--- config.mk ---
export PLATFORM = sky130hd
export DESIGN_NAME = fop_unit
export DESIGN_NICKNAME = d
export VERILOG_FILES = /design/src/rtl/fop_pkg.sv /design/src/rtl/fop_decode.sv /design/src/rtl/fop_alu.sv /design/src/rtl/fop_store.sv /design/src/rtl/fop_ctrl.sv /design/src/rtl/fop_unit.sv
export SDC_FILE = /design/constraint.sdc
export NUM_CORES = 2
export LEC_CHECK = 0
export ABC_AREA = 1
export BUFFER_PORTS_ARGS = -buffer_cell sky130_fd_sc_hd__clkbuf_2
export CORE_AREA = 2 2 413 415
export DETAILED_ROUTE_END_ITERATION = 6
export DIE_AREA = 0 0 415 417
export HOLD_SLACK_MARGIN = 0.02
export SYNTH_ARGS = -nofsm -noshare
export SYNTH_HDL_FRONTEND = slang
export SYNTH_SLANG_ARGS = --single-unit
--- constraint.sdc ---
create_clock -name clk -period 4.3 [get_ports clk]
set_input_delay 0.43 -clock clk [delete_from_list [all_inputs] [get_ports clk]]
set_output_delay 0.43 -clock clk [all_outputs]
set_load 0.01 [all_outputs]
--- src/rtl/fop_pkg.sv ---
package fop_pkg;

    typedef enum logic [1:0] {
        ST_IDLE,
        ST_READ,
        ST_MODIFY,
        ST_WRITE
    } fop_state_e;

    typedef enum logic [3:0] {
        K_READ,
        K_FINC,
        K_FDEC,
        K_FCLR,
        K_WRITE,
        K_INC,
        K_DEC,
        K_AND,
        K_OR,
        K_BAD
    } fop_kind_e;

endpackage

--- src/rtl/fop_decode.sv ---
module fop_decode
    import fop_pkg::*;
(
    input  logic       is_store,
    input  logic [2:0] code,
    output fop_kind_e  kind,
    output logic       writes,
    output logic       bad
);
    always_comb begin
        kind = K_BAD;
        if (is_store) begin
            unique case (code)
                3'b000:  kind = K_WRITE;
                3'b001:  kind = K_INC;
                3'b010:  kind = K_DEC;
                3'b011:  kind = K_AND;
                3'b100:  kind = K_OR;
                default: kind = K_BAD;
            endcase
        end else begin
            unique case (code)
                3'b000:  kind = K_READ;
                3'b001:  kind = K_FINC;
                3'b010:  kind = K_FDEC;
                3'b011:  kind = K_FCLR;
                default: kind = K_BAD;
            endcase
        end
        bad    = (kind == K_BAD);
        writes = !(kind == K_BAD || kind == K_READ);
    end
endmodule

--- src/rtl/fop_alu.sv ---
module fop_alu
    import fop_pkg::*;
#(
    parameter int DATA_W = 64
) (
    input  fop_kind_e         kind,
    input  logic [DATA_W-1:0] old_val,
    input  logic [DATA_W-1:0] operand,
    output logic [DATA_W-1:0] new_val
);
    localparam logic [DATA_W-1:0] ONE = DATA_W'(1);

    always_comb begin
        unique case (kind)
            K_FINC, K_INC: new_val = old_val + ONE;
            K_FDEC, K_DEC: new_val = old_val - ONE;
            K_FCLR:        new_val = '0;
            K_WRITE:       new_val = operand;
            K_AND:         new_val = old_val & operand;
            K_OR:          new_val = old_val | operand;
            default:       new_val = old_val;
        endcase
    end
endmodule

--- src/rtl/fop_store.sv ---
module fop_store #(
    parameter int DATA_W = 64,
    parameter int IDX_W  = 4
) (
    input  logic              clk,
    input  logic              rst_n,
    input  logic              rd_en,
    input  logic [IDX_W-1:0]  rd_idx,
    output logic [DATA_W-1:0] rd_data,
    input  logic              wr_en,
    input  logic [IDX_W-1:0]  wr_idx,
    input  logic [DATA_W-1:0] wr_data
);
    localparam int DEPTH = 1 << IDX_W;

    logic [DATA_W-1:0] words [DEPTH];

    always_ff @(posedge clk or negedge rst_n) begin
        if (!rst_n) begin
            for (int i = 0; i < DEPTH; i++) words[i] <= '0;
            rd_data <= '0;
        end else begin
            if (wr_en) words[wr_idx] <= wr_data;
            if (rd_en) rd_data <= words[rd_idx];
        end
    end
endmodule

--- src/rtl/fop_ctrl.sv ---
module fop_ctrl
    import fop_pkg::*;
(
    input  logic       clk,
    input  logic       rst_n,
    input  logic       req_valid,
    output fop_state_e state,
    output logic       accept,
    output logic       rd_en,
    output logic       mod_en,
    output logic       wb_en
);
    fop_state_e nxt;

    always_ff @(posedge clk or negedge rst_n) begin
        if (!rst_n) state <= ST_IDLE;
        else        state <= nxt;
    end

    always_comb begin
        nxt = state;
        unique case (state)
            ST_IDLE:   if (req_valid) nxt = ST_READ;
            ST_READ:   nxt = ST_MODIFY;
            ST_MODIFY: nxt = ST_WRITE;
            ST_WRITE:  nxt = ST_IDLE;
            default:   nxt = ST_IDLE;
        endcase
    end

    always_comb begin
        accept = (state == ST_IDLE) && req_valid;
        rd_en  = (state == ST_READ);
        mod_en = (state == ST_MODIFY);
        wb_en  = (state == ST_WRITE);
    end
endmodule

--- src/rtl/fop_unit.sv ---
module fop_unit
    import fop_pkg::*;
#(
    parameter int ADDR_W   = 40,
    parameter int DATA_W   = 64,
    parameter int IDX_W    = 4,
    parameter int UNIT_LSB = 6,
    parameter int CODE_LSB = 3
) (
    input  logic              clk,
    input  logic              rst_n,
    input  logic              req_valid,
    output logic              req_ready,
    input  logic              req_is_store,
    input  logic [ADDR_W-1:0] req_addr,
    input  logic [DATA_W-1:0] req_wdata,
    output logic              rsp_valid,
    output logic [DATA_W-1:0] rsp_data,
    output logic              rsp_err
);
    localparam int IDX_HI = UNIT_LSB + IDX_W - 1;

    fop_state_e        state;
    logic              accept, rd_en, mod_en, wb_en;
    logic              store_q;
    logic [IDX_W-1:0]  idx_q;
    logic [2:0]        code_q;
    logic [DATA_W-1:0] operand_q, old_q, new_q, rd_data, alu_out;
    fop_kind_e         kind;
    logic              writes, bad;
    logic              mem_we;
    logic              unused_addr_bits;

    assign unused_addr_bits = ^{req_addr[ADDR_W-1:IDX_HI+1], req_addr[CODE_LSB-1:0]};

    fop_ctrl u_ctrl (
        .clk(clk), .rst_n(rst_n), .req_valid(req_valid), .state(state),
        .accept(accept), .rd_en(rd_en), .mod_en(mod_en), .wb_en(wb_en)
    );

    always_ff @(posedge clk or negedge rst_n) begin
        if (!rst_n) begin
            store_q   <= 1'b0;
            idx_q     <= '0;
            code_q    <= '0;
            operand_q <= '0;
        end else if (accept) begin
            store_q   <= req_is_store;
            idx_q     <= req_addr[IDX_HI:UNIT_LSB];
            code_q    <= req_addr[CODE_LSB+2:CODE_LSB];
            operand_q <= req_wdata;
        end
    end

    fop_decode u_dec (
        .is_store(store_q), .code(code_q), .kind(kind), .writes(writes), .bad(bad)
    );

    fop_store #(.DATA_W(DATA_W), .IDX_W(IDX_W)) u_mem (
        .clk(clk), .rst_n(rst_n), .rd_en(rd_en), .rd_idx(idx_q), .rd_data(rd_data),
        .wr_en(mem_we), .wr_idx(idx_q), .wr_data(new_q)
    );

    fop_alu #(.DATA_W(DATA_W)) u_alu (
        .kind(kind), .old_val(rd_data), .operand(operand_q), .new_val(alu_out)
    );

    always_ff @(posedge clk or negedge rst_n) begin
        if (!rst_n) begin
            old_q <= '0;
            new_q <= '0;
        end else if (mod_en) begin
            old_q <= rd_data;
            new_q <= alu_out;
        end
    end

    always_comb begin
        req_ready = (state == ST_IDLE);
        mem_we    = wb_en && writes;
        rsp_valid = wb_en;
        rsp_err   = wb_en && bad;
        rsp_data  = (wb_en && !store_q && !bad) ? old_q : '0;
    end
endmodule

==> Yosys cells after proc, flatten, opt, wreduce, memory -nomap -nowiden <==
Cells that the tools add are included.
{ "totals": {"register_bits": 1290, "inputBits": 108, "output_inout_bits": 67} }
{ "op_classes": {"add_sub_neg": 2, "order_cmp": 2, "eq_ne": 17, "mux": 13, "n_bitwise": 3, "n_reduce_logical": 15} }
{ "op_table": {"columns": ["op", "count"], "rows": [
  ["bitwise mux 1024 bit", 1],
  ["one-hot mux 64 bit (6 select lines)", 1],
  ["binary-select mux 64 bit (select 4 bit)", 1],
  ["demux 64 bit (select 4 bit)", 1],
  ["2-to-1 mux 64 bit", 4],
  ["adder 64 x 1 -> 64 bit (second input constant)", 1],
  ["bitwise AND 64 bit", 1],
  ["OR 64 bit", 1],
  ["subtractor 64 x 1 -> 64 bit (second input constant)", 1],
  ["one-hot mux 4 bit (5 select lines)", 1],
  ["== test 4 x 3 -> 1 bit (second input constant)", 4],
  ["one-hot mux 4 bit (4 select lines)", 1],
  ["== test 4 x 2 -> 1 bit (second input constant)", 2],
  ["== test 4 bit (second input constant)", 2],
  ["one-hot mux 2 bit (4 select lines)", 1],
  ["== test 3 x 2 -> 1 bit (second input constant)", 2],
  ["logical AND 1 bit", 6],
  [">= comparator 5 bit (second input constant)", 1],
  ["less-than comparator 5 x 1 -> 1 bit (second input constant)", 1],
  ["NOT 4 -> 5 bit", 1],
  ["== test 2 bit (second input constant)", 2],
  ["== test 4 x 1 -> 1 bit (second input constant)", 1],
  ["zero test 4 bit", 1],
  ["2-to-1 mux 4 bit", 1],
  ["other kinds (10)", 13]
]} }

==> Depth between registers and ports, before layout <==
{ "logic_depth": {"word_depth": 7, "depth_mapped": 22, "depth_no_buf": 22} }

==> Hierarchy <==
From an unflattened synthesis, not the netlist that was laid out.
{ "unflattened": {"cells_unflattened": 8710, "area_unflattened_um2": 65318.9} }
{ "modules_own_cells": {"columns": ["module", "n_inst", "cells_each", "area_each_um2", "seq_area_each_um2"], "rows": [
  ["fop_store", 1, 6056, 48926.9, 27226.1],
  ["fop_unit", 1, 921, 8338.0, 5004.8],
  ["fop_alu", 1, 1698, 7827.5, 0.0],
  ["fop_ctrl", 1, 22, 171.4, 50.0],
  ["fop_decode", 1, 13, 55.1, 0.0]
]} }

==> Worst setup path after synthesis <==
OpenSTA, ideal clock, no wires.
{ "synth_path": {"path_type": "register to register", "start": "register code_q[2]", "end": "register new_q[25]", "arrival_ns": 3.334, "t_required_ns": 4.157, "setup_slack_ns": 0.823, "path_stages_with_launch": 16, "n_path_buf": 0, "period_less_slack_ns": 3.477, "cell_sequence": "dfrtp_1 nor2_1 nand2_1 inv_1 ha_1 nand2_1 inv_1 nand2_1 nand3_1 nand2_1 nand2_1 nand2_1 nand2_1 or2_2 nand3_1 a22oi_1"} }
{ "synth_via": {"elab_chain_len": 6, "elab_cells_between_ends": 19, "cone_classes": "12 x eq/ne; 4 x mux; 3 x reduce/logical"} }
{ "synth_lines": {"columns": ["element", "line_no", "source"], "rows": [
  ["from (decl)", "fop_unit.sv:27", "logic [2:0] code_q;"],
  ["from (signal assigned)", "fop_unit.sv:50", "code_q <= req_addr[CODE_LSB+2:CODE_LSB];"],
  ["== test 3 bit (tied with other cells)", "fop_decode.sv:13", "unique case (code)"],
  ["one-hot mux 4 bit (5 select lines) or one-hot mux 4 bit (4 select lines) (tied branches)", "fop_decode.sv:13, fop_decode.sv:22", null],
  ["2-to-1 mux 4 bit *", "fop_decode.sv:12", "if (is_store) begin"],
  ["== test 4 x 2 -> 1 bit (tied with other cells)", "fop_alu.sv:14", "unique case (kind)"],
  ["OR reduction 2 bit", "fop_alu.sv:14", null],
  ["one-hot mux 64 bit (6 select lines) *", "fop_alu.sv:14", null],
  ["to (signal assigned)", "fop_unit.sv:74", "new_q <= alu_out;"],
  ["to (decl)", "fop_unit.sv:28", "logic [DATA_W-1:0] operand_q, old_q, new_q, rd_data, alu_out;"]
]} }
Mark *: on every way between the ends. The rest lies on a longest branch, timed or not.
A chain may end at the register's enable or synchronous reset.

==> Worst setup path after layout <==
{ "layout_path": {"start": "register u_ctrl.state[0]", "end": "output rsp_data[38]"} }
{ "layout_via": {"elab_chain_len": 4} }
{ "layout_lines": {"columns": ["element", "line_no", "source"], "rows": [
  ["from (decl)", "fop_ctrl.sv:7", "output fop_state_e state,"],
  ["from (signal assigned)", "fop_ctrl.sv:17", "else state <= nxt;"],
  ["== test 2 bit", "fop_ctrl.sv:35", "wb_en = (state == ST_WRITE);"],
  ["logical AND 1 bit (2 in series)", "fop_unit.sv:83", "rsp_data = (wb_en && !store_q && !bad) ? old_q : '0;"],
  ["2-to-1 mux 64 bit", "fop_unit.sv:83", null],
  ["to (decl)", "fop_unit.sv:18", "output logic [DATA_W-1:0] rsp_data,"]
]} }
Every way passes these cells.

==> qor.csv <==
stage,metric,value,unit
sta,Setup Skew,0.0290,ns
grt,initial antenna violation count,1,
route,vias,54100,
grt,vias in the first global route,50800,
critical_path,slack of the worst reg-to-reg path,0.94,ns
clock_tree,Num CTS Buffers,135,
layout,Synth-to-Final Area Change,12.5,%
critical_path,Critical Path AT,2.97,ns
floorplan,Initial Utilization,36.9,%
logic_synthesis,Post-Synth Simple-Gate Area,22.1,%
clock_tree,worst skew pair latency,0.80,ns
sta,final worst slack,0.899,ns
route,remaining antenna violation count,0,
logic_synthesis,xor and xnor fraction of the mapped netlist area,0.0282,%
logic_synthesis,Yosys top cell by area,dfrtp_1,
sta,Final Setup Violations,0,
route,# DRC,0,
critical_path,type of the worst setup path,flop to primary output,
floorplan,width of the die,415,um
critical_path,worst r2r src,code_q[1],
clock_tree,postcts setup bufs,0,
placement,GPL Wtd Cong,0.965,
clock_tree,H-tree depth,4,
logic_synthesis,largest family of logic cells by synthesized area,simple AND/OR/NAND/NOR gates,
clock_tree,CTS tree,done,
placement,dpl hpwl,129000,um
logic_synthesis,"Seq/Total Area, Yosys",51.9,%
logic_synthesis,Post-Syn Nets,7820,
floorplan,core area,169000,um2
floorplan,Top Ports,175,
floorplan,Die ar.,173000,um2
placement,DP Worst Slack,0.998,ns
clock_tree,CTS root buf,clkbuf_16,
grt,global-route wire length before repair,324000,um
logic_synthesis,ys flop type,dfrtp_1,
route,Pre-Repair DR Iteration Count,6,
sta,worst-margin pin slew,1.23,ns
sta,worst rel slew slack,18.1,%
pwr,leak pwr,32.9,nW
critical_path,WP data required,3.87,ns
logic_synthesis,library cells used by synthesis,41,
route,vias per cell,5.49,
clock_tree,CTS Buffer Depth,3,
layout,share of post-route cells with drive strength above 1,7.44,%
floorplan,Rows,151,
logic_synthesis,Mean Syn Cell Area,8.14,um2
logic_synthesis,mux cell area share after synthesis,0.869,%
placement,IO buf count,141,
critical_path,cell count of the worst reg-to-reg path,15,
logic_synthesis,largest cells by area after synthesis,"dfrtp_1 52%, nand2_1 12%, nand3_1 7.3%",
grt,grt total ovfl,0,
grt,All-Layer GR Usage,24.4,%
critical_path,crit start category,flop,
pwr,PwrDens,735,nW/um2
floorplan,Die Ht,417,um
sta,final hold viol count,0,
route,initial drt markers,5937,
logic_synthesis,Synthesis Warnings,0,
pwr,maximum vdd drop,0.679,mV
logic_synthesis,"Async S/R FF share, synth",100,%
critical_path,"Max FO, Critical Path",36,
sta,TNS Setup,0,ns
route,Routed Wire Length,214000,um
sta,Final Cycle Share,79.1,%
logic_synthesis,Post-synth EDFFs,0,
outcome,status,completed,
hold_path,Hold Crit Class,primary input to asynchronous set/reset pin,
clock_tree,"Reg clk slew, reported paths",0.06,ns
logic_synthesis,area share of fa/ha/maj cells after synthesis,1.52,%
logic_synthesis,Mapped Cells,7637,
critical_path,worst setup path start,u_ctrl.state[0],
route,per-cell routed wire length,21.7,um
layout,number of diodes,0,
grt,largest net degree at the start of global routing,182,
sta,Max Slew Vio Count,0,
logic_synthesis,post-synthesis compound-gate area fraction,16.2,%
sta,min Tclk post-route,3.40,ns
sta,Max Clk Rate,294,MHz
layout,Final nets,7724,
critical_path,crit end category,primary output,
logic_synthesis,post-synth top area share,51.9,%
logic_synthesis,Yosys reg bits,1290,
clock_tree,CTS Sinks,1290,
run,maximum capacitance violations,0,
logic_synthesis,area of the mapped netlist,62200,um2
sta,RSZ-0062 raised after global routing,false,
## power by group
part | leakage, nW | switching (mW) | internal [mW]
Sequential | 17.2 | 3.34 | 16.5
Combinational | 13.5 | 13.8 | 5.66
Clock | 2.24 | 5.18 | 6.95
Total | 32.9 | 22.3 | 29.2
## synthesized netlist by cell type, drive strengths merged (2+ instances only)
cell and n:
a21oi 163, nor2 284, mux2 48, a21boi 14, a41oi 66, nand3b 3
a22oi 286, a221oi 23, buf 256, nor4 7, inv 564, nor3 14
o21ai 1189, o21bai 31, and3 2, or2 15, nand2 2056, nand3 909
dfrtp 1290, ha 74, xnor2 2, clkbuf 318, nand4 17
## final timing paths
kind,endpoint
worst max-delay path,rsp_data[38]
worst max register to register,new_q[21]
max in group asynchronous,idx_q[1]
worst min-delay path,u_mem.words[788]
worst min register to register,u_mem.words[596]
min in group clk,operand_q[50]
## stage by stage
step	total power, mW	cells	cell area, um2	utilization [%]	hold slack [ns]
finish	51.5	9866	70000	41.5	0.152
global route	54.6	9866	70000	41.5	0.174
CTS	51.5	9866	70000	41.5	0.116
global placement	38.8	9548	64600	38.4	0.338
floorplan	31.5	7637	62200	-	0.134
detailed placement	39.2	9548	64600	38.4	0.341
## final cells by class
class	count	area, um2
clock buffer	203	3920
clock inverter	41	674
fill	16900	98500
inverter	564	2130
multi-input combinational	5209	25500
sequential	1290	32300
tap	2218	2780
timing repair buffer	341	2710
## worst max-delay path: stages (launching register included)
cell	delay, ns
dfrtp_1	0.43
ha_1	0.32
nand3_2	0.57
buf_4	0.48
nor2_1	0.21
clkbuf_2	0.18
## what timing repair did
action	in CTS	in global routing
hold buffers	74	0
resized for setup	0	0
hold endpoints to repair	275	0
## cell usage in the layout, fill, tap and decap left out, types with 102 or more instances in the layout
| cell | instances |
|---|---|
| a21oi_1 | 163 |
| a22oi_1 | 286 |
| buf_4 | 102 |
| clkbuf_16 | 135 |
| clkbuf_2 | 140 |
| dfrtp_1 | 1288 |
| inv_1 | 558 |
| nand2_1 | 2052 |
| nand3_1 | 900 |
| nor2_1 | 274 |
| o21ai_0 | 632 |
| o21ai_1 | 557 |
## logic make-up after synthesis
group,after synthesis
and+or+nand+nor,3308
xor gates and xnor gates,2
AOI/OAI and AO/OA,1776
DFF,1290
muxes,48
buffers and inverters,1138
adders and majority gates,75
## layer usage
layer	track usage [%]	wire [um]	vias to the layer above
li1	-	-	25200
met1	33.8	93500	26500
met2	38.6	97800	2016
met3	3.05	14000	352
met4	9.83	8590	0
met5	0	0	-
## state kept, by name (all words and copies together), names as in the netlist
| signal | cells |
|---|---|
| code_q | 3 |
| store_q | 1 |
| idx_q | 4 |
| u_ctrl.state | 2 |
| operand_q | 64 |
| old_q | 64 |
| u_mem.words | 1024 |
| new_q | 64 |
| u_mem.rd_data | 64 |
Power figures use the tool's default switching activity.
